### config.mk
export PLATFORM = sky130hd
export DESIGN_NAME = priv_check_top
export DESIGN_NICKNAME = d
export VERILOG_FILES = /design/src/rtl/priv_check_pkg.sv /design/src/rtl/priv_check_ctrl.sv /design/src/rtl/priv_check_dp.sv /design/src/rtl/priv_check_top.sv
export SDC_FILE = /design/constraint.sdc
export NUM_CORES = 1
export LEC_CHECK = 0
export ABC_CLOCK_PERIOD_IN_PS = 800
export CAP_MARGIN = 20
export CORE_AREA = 2 2 39 41
export CTS_CLUSTER_SIZE = 24
export DETAILED_ROUTE_END_ITERATION = 7
export DIE_AREA = 0 0 41 43
export DONT_BUFFER_PORTS = 1
export HOLD_SLACK_MARGIN = 0.08
export SYNTH_ARGS = -nofsm -noshare
export SYNTH_HDL_FRONTEND = slang
export SYNTH_SLANG_ARGS = --single-unit
### constraint.sdc
create_clock -name clk -period 0.8 [get_ports clk]
set_input_delay 0.08 -clock clk [delete_from_list [all_inputs] [get_ports clk]]
set_output_delay 0.08 -clock clk [all_outputs]
set_load 0.01 [all_outputs]
### src/rtl/priv_check_pkg.sv
package priv_check_pkg;

  parameter int INST_W  = 32;
  parameter int OPC_W   = 8;
  parameter int OPC_LSB = INST_W - OPC_W;
  parameter int RING_W  = 2;
  localparam int TABLE_DEPTH = 1 << OPC_W;

  // Strobes sent from the control module to the datapath.
  typedef struct packed {
    logic load;   // capture a new verdict
    logic flush;  // drive the result registers to zero
  } ctrlStrobe_t;

  // Required level for each opcode. Level 3 marks a reserved opcode.
  function automatic logic [RING_W-1:0] levelOf(input logic [OPC_W-1:0] opc);
    logic [RING_W-1:0] lvl;
    unique case (opc[OPC_W-1 -: 2])
      2'b00, 2'b01: lvl = 2'd2;
      2'b10:        lvl = 2'd1;
      default:      lvl = (opc[OPC_W-3 -: 4] == 4'hF) ? 2'd3 : 2'd0;
    endcase
    return lvl;
  endfunction

endpackage

### src/rtl/priv_check_ctrl.sv
module priv_check_ctrl
  import priv_check_pkg::*;
(
  input  logic        clk,
  input  logic        rstN,
  input  logic        instValid,
  output ctrlStrobe_t strobe,
  output logic        resValid
);

  always_comb begin
    strobe.load  = instValid;
    strobe.flush = !instValid;
  end

  always_ff @(posedge clk or negedge rstN) begin
    if (!rstN) resValid <= 1'b0;
    else       resValid <= instValid;
  end

endmodule

### src/rtl/priv_check_dp.sv
module priv_check_dp
  import priv_check_pkg::*;
(
  input  logic              clk,
  input  logic              rstN,
  input  ctrlStrobe_t       strobe,
  input  logic [INST_W-1:0] instWord,
  input  logic [RING_W-1:0] curRing,
  output logic              permit,
  output logic              fault,
  output logic [RING_W-1:0] reqLevel
);

  localparam logic [RING_W-1:0] RESERVED = {RING_W{1'b1}};

  logic [RING_W-1:0] levelTable [TABLE_DEPTH];

  for (genvar gi = 0; gi < TABLE_DEPTH; gi++) begin : g_table
    assign levelTable[gi] = levelOf(gi[OPC_W-1:0]);
  end

  logic [OPC_W-1:0]  opcode;
  logic [RING_W-1:0] lookLevel;
  logic              ringBad;
  logic              opcBad;
  logic              allowNext;

  always_comb begin
    opcode    = instWord[OPC_LSB +: OPC_W];
    lookLevel = levelTable[opcode];
    ringBad   = (curRing == RESERVED);
    opcBad    = (lookLevel == RESERVED);
    allowNext = !ringBad && !opcBad && (curRing <= lookLevel);
  end

  always_ff @(posedge clk or negedge rstN) begin
    if (!rstN) begin
      permit   <= 1'b0;
      fault    <= 1'b0;
      reqLevel <= '0;
    end else if (strobe.load) begin
      permit   <= allowNext;
      fault    <= !allowNext;
      reqLevel <= lookLevel;
    end else if (strobe.flush) begin
      permit   <= 1'b0;
      fault    <= 1'b0;
      reqLevel <= '0;
    end
  end

endmodule

### src/rtl/priv_check_top.sv
module priv_check_top
  import priv_check_pkg::*;
(
  input  logic              clk,
  input  logic              rstN,
  input  logic              instValid,
  input  logic [INST_W-1:0] instWord,
  input  logic [RING_W-1:0] curRing,
  output logic              resValid,
  output logic              permit,
  output logic              fault,
  output logic [RING_W-1:0] reqLevel
);

  ctrlStrobe_t strobe;

  priv_check_ctrl u_ctrl (
    .clk       (clk),
    .rstN      (rstN),
    .instValid (instValid),
    .strobe    (strobe),
    .resValid  (resValid)
  );

  priv_check_dp u_dp (
    .clk      (clk),
    .rstN     (rstN),
    .strobe   (strobe),
    .instWord (instWord),
    .curRing  (curRing),
    .permit   (permit),
    .fault    (fault),
    .reqLevel (reqLevel)
  );

endmodule

* Word level (Yosys, flattened, before mapping) *
Memory sizes are Yosys's and may differ from the RTL's.
Index checks and enable logic that the tools add are counted.

cells by class
  reductions and logical operators = 5
  mux-type cells = 5
  bitwise gates (word level) = 1
  magnitude comparators = 2
  eq/ne operators = 2

operators by type and width
  operator                                     number
  9-bit >= comparator (second input constant)  1
  8-bit inverter with 9-bit output             1
  2-bit 2-to-1 mux                             3
  2-bit equality test (second input constant)  2
  1-bit logical NOT                            3
  2-bit <= comparator                          1
  1-bit logical AND                            2
  1-bit 2-to-1 mux                             2

storage, ports and cells
  memories kept = 1
  memory bits (read-only) = 512
  bits of input ports = 37
  register bits after elaboration = 5
  output and inout port bits = 5

memory list
  name              depth  bits a word  read ports  clocked after memory_dff  write ports  RTL line             source
  (name not given)  256    2            1           0                         0            priv_check_dp.sv:30  lookLevel = levelTable[opcode];

* Depth between registers and ports, before layout *
  depth in word-level cells = 10
  depth in mapped cells = 6
  mapped depth without buffers = 6

* Modules after synthesis *
Synthesis repeated with hierarchy kept, for this count alone.

second synthesis, totals
  cells, all modules = 28
  area, all modules = 270.3 um^2

modules (own cells, without submodules)
  module           times used  cells an instance  seq. area each (um^2)  area an instance (um^2)
  priv_check_dp    1           25                 100.1                  234.0
  priv_check_ctrl  1           3                  25.0                   36.3

* Least setup slack after synthesis *
OpenSTA, ideal clock, no wires.

  path type = input port to flip-flop
  start = input port instWord[29]
  end = register u_dp.permit
  setup time = 0.120 ns
  path buffers = 0
  arrival = 1.213 ns
  setup slack = -0.533 ns
  data required time = 0.680 ns
  cell stages on the path = 6
  path through = nand4_2 > o21a_2 > ha_1 > nand3_1 > mux2_4 > and4_1

on the way
  word-level cells in the longest chain between the ends = 9
  elaborated cells on any way between the ends = 10

RTL lines
  what                                                      RTL line             source
  start, declared                                           priv_check_top.sv:7  input logic [INST_W-1:0] instWord,
  8-bit inverter with 9-bit output (implied by the code) *  priv_check_dp.sv:30
  memory read 256 x 2 bit *                                 -
  2-bit 2-to-1 mux (implied by the code) * (2 in a row)     priv_check_dp.sv:30
  2-bit equality test                                       priv_check_dp.sv:32  opcBad = (lookLevel == RESERVED);
  1-bit logical NOT                                         priv_check_dp.sv:33  allowNext = !ringBad && !opcBad && (curRing <= lookLevel);
  1-bit logical AND                                         priv_check_dp.sv:33
  1-bit logical AND *                                       priv_check_dp.sv:33
  1-bit 2-to-1 mux *                                        priv_check_dp.sv:41  end else if (strobe.load) begin
  end signal, assigned                                      priv_check_dp.sv:42  permit <= allowNext;
  end, declared                                             priv_check_dp.sv:9   output logic permit,

Every way passes the cells marked *; elsewhere a longest branch is shown, timed or not. The select of a mux whose other input is x is not followed.

* Final worst setup path *
  start = input port instWord[28]
  end = register u_dp.permit

The elaborated chain is that of the path after synthesis.

==> metrics.yaml <==
outcome:
  status: "complete, but fails checks"
  failed_checks: "negative setup slack"
clock_network:
  clock-sinks: 5
  cts_tree: "built"
  cts_buffers: 3
  cts.path.max_buffers: 2
  htreeDepth: 1
  cts.repair.resized: 0
  clockRootBuffer: "clkbuf_4"
  clk_pin_slew_worst_paths_ns: 0.04
floorplan:
  die_x_um: 41
  die_h_um: 43
  core_area_mm2: 0.00138
  initial_utilization_pct: 17.7
  io_pins: 42
  dieArea_mm2: 0.00176
  rows: 14
place:
  place.port_buffers: 0
  gp_congestion: 0.631
  placedCellCount: 40
power:
  power.density_mw_per_mm2: 1680
  power_frac_clock_pct: 43.2
  pwr-share-seq_pct: 43.0
  p_int_w: 0.000516
  p_switching_w: 0.000149
  switching_share_pct: 22.4
  ir_drop_v: 0.000380
  comb_power_share_pct: 13.9
  p_leak_nw: 0.173
drt:
  vias: 213
  drcViolationCount: 0
  via_per_inst: 4.18
  drtIter0Drc: 0
  postRouteAntennaNets: 0
  firstDrtPassIters: 1
  wl_um: 556
  wire_per_inst_um: 10.9
grt:
  grt_pass1_wl_um: 959
  grt_pass1_vias: 248
  grt_max_degree: 6
  grt-ovfl-total: 0
  antenna_found_initial: 0
  grt.total_usage_pct: 8.94
synthesis:
  netlist_area_um2: 245
  syn_inst: 23
  synth_seq_cells: 5
  syn-num-nets: 61
  synth_cell_types: 15
  ys.warnings.count: 0
  syn_avg_cell_area_um2: 10.7
  ys_seq_area_share_pct: 51.0
worst_setup_path:
  cp-start-kind: "primary input"
  crit_arrival_ns: 1.11
  worst-path-max-fanout: 3
  cp_cell_sequence: "nand4_4 > o21a_4 > ha_4 > nand3_2 > mux2_4 > and4_1"
  slowest_delay_ns: 0.27
  slowest_stage: "ha_4"
  crit_type: "primary input to register"
  cpLargestDelayFamily: "simple AND/OR/NAND/NOR gates"
  endpoint_kind: "register"
  required_ns: 0.93
  crit_buf_inv: 0
timing:
  setup_ws_ns: -0.178
  period_minus_slack_ns: 0.978
  holdWs_ns: 0.0830
  relSlewSlack_pct: 85.4
  finalHoldViolCount: 0
  worst_slew_pin_slew_ns: 0.218
  slew_violations: 0
  finalCritPeriodShare_pct: 122
  tns_ns: -0.351
  rsz0062_at_grt: "yes"
  finalSetupViolCount: 2
  fmax_ghz: 1.02
min_path:
  hold_depth: 2
  hold_class: "primary input to register"
  hold_start: "curRing[1]"
  holdPathEnd: "u_dp.fault"
cells_and_area:
  area_growth_pct: 61.7
  diodes: 0
  layout.nets: 74
  fill_cells: 152
  drive_gt1_share_pct: 31.4
  fin_cells: 51
flow_run:
  maxCapViolations: 0
## registers in the layout, indices dropped and copies added, names as in the netlist
signal and flops:
u_ctrl.resValid 1, u_dp.fault 1, u_dp.permit 1, u_dp.reqLevel 2
## layout by cell type, fill, tap and decap left out, drive strengths merged
cell type / instances
nand4: 1
o21ai: 2
and4: 1
a31oi: 1
nand3: 1
nor3b: 1
o21a: 1
a21oi: 1
mux2: 1
dlygate4sd3: 5
clkbuf: 4
ha: 1
dfrtp: 5
inv: 3
nor2: 1
nand2: 2
nor2b: 1
buf: 3
## synthesized netlist by cell type (all sizes together)
library cell / count / area share [%]
ha: 1 / 5.1
inv: 3 / 4.6
o21a: 1 / 3.6
nor2b: 1 / 2.6
dfrtp: 5 / 51
o21ai: 2 / 4.1
nand4: 1 / 5.1
a21oi: 1 / 2.0
mux2: 1 / 6.1
and4: 1 / 3.6
a31oi: 1 / 2.6
nor2: 1 / 1.5
nand3: 1 / 2.0
nand2: 2 / 3.1
nor3b: 1 / 3.1
## worst max-delay path by stage
stage | startpoint | to | slack, ns | depth (start not counted)
finish | instWord[28] | u_dp.permit | -0.18 | 6
global route | instWord[28] | u_dp.permit | -0.23 | 6
CTS | instWord[28] | u_dp.permit | -0.17 | 6
detailed placement | instWord[28] | u_dp.permit | -0.45 | 6
global placement | instWord[28] | u_dp.permit | -0.46 | 6
floorplan | instWord[28] | u_dp.permit | -0.43 | 6
## cells by family (layout without fill, tap and decap cells)
kind of cell | count (synthesis) | count (layout) | synth area share [%]
AND/OR/NAND/NOR | 8 | 8 | 20.9
AO/OA/AOI/OAI | 5 | 5 | 12.2
flip-flops | 5 | 5 | 51.0
buffers and inverters | 3 | 15 | 4.59
adder cells (fa/ha/maj) | 1 | 1 | 5.10
multiplexers | 1 | 1 | 6.12
## per-layer routing
metal | share of wire [%] | GRT usage (%)
met5 | 0 | 0
met4 | 4.1 | 12.0
met3 | 15 | 4.71
met1 | 35 | 8.36
met2 | 46 | 11.3
## what timing repair did
item | CTS | global route
pin swaps | 2 | 1
buffers inserted | 1 | 1
hold buffers | 5 | 0
endpoints found under the setup margin | 2 | 2
endpoints found under the hold margin | 10 | 0
## through the flow
stage | util, % | worst slack, ns | total power (W) | instance area (um2)
after floorplan | - | -0.434 | 0.000339 | 278
after global routing | 28.7 | -0.227 | 0.000719 | 397
after global placement | 22.1 | -0.457 | 0.000349 | 305
after CTS | 28.1 | -0.168 | 0.000681 | 389
after detailed placement | 22.1 | -0.454 | 0.000351 | 305
final | 28.7 | -0.178 | 0.000665 | 397
## power by group through the flow
stage	registers, W	clock network [W]	logic (W)
2_1_floorplan	0.000287	0	0.0000523
3_3_place_gp	0.000288	0	0.0000606
3_5_place_dp	0.000290	0	0.0000613
4_1_cts	0.000286	0.000304	0.0000908
5_1_grt	0.000287	0.000325	0.000107
6_report	0.000286	0.000287	0.0000921
## layout make-up
type	instances	area [um2]	share of cell area (%)
multi-input combinational	15	141	35.6
sequential	5	125	31.5
timing repair buffer	8	72.6	18.3
clock buffer	4	26.3	6.62
tap	16	20.0	5.05
inverter	3	11.3	2.84
Note: power is estimated with default switching activity, not from simulation.
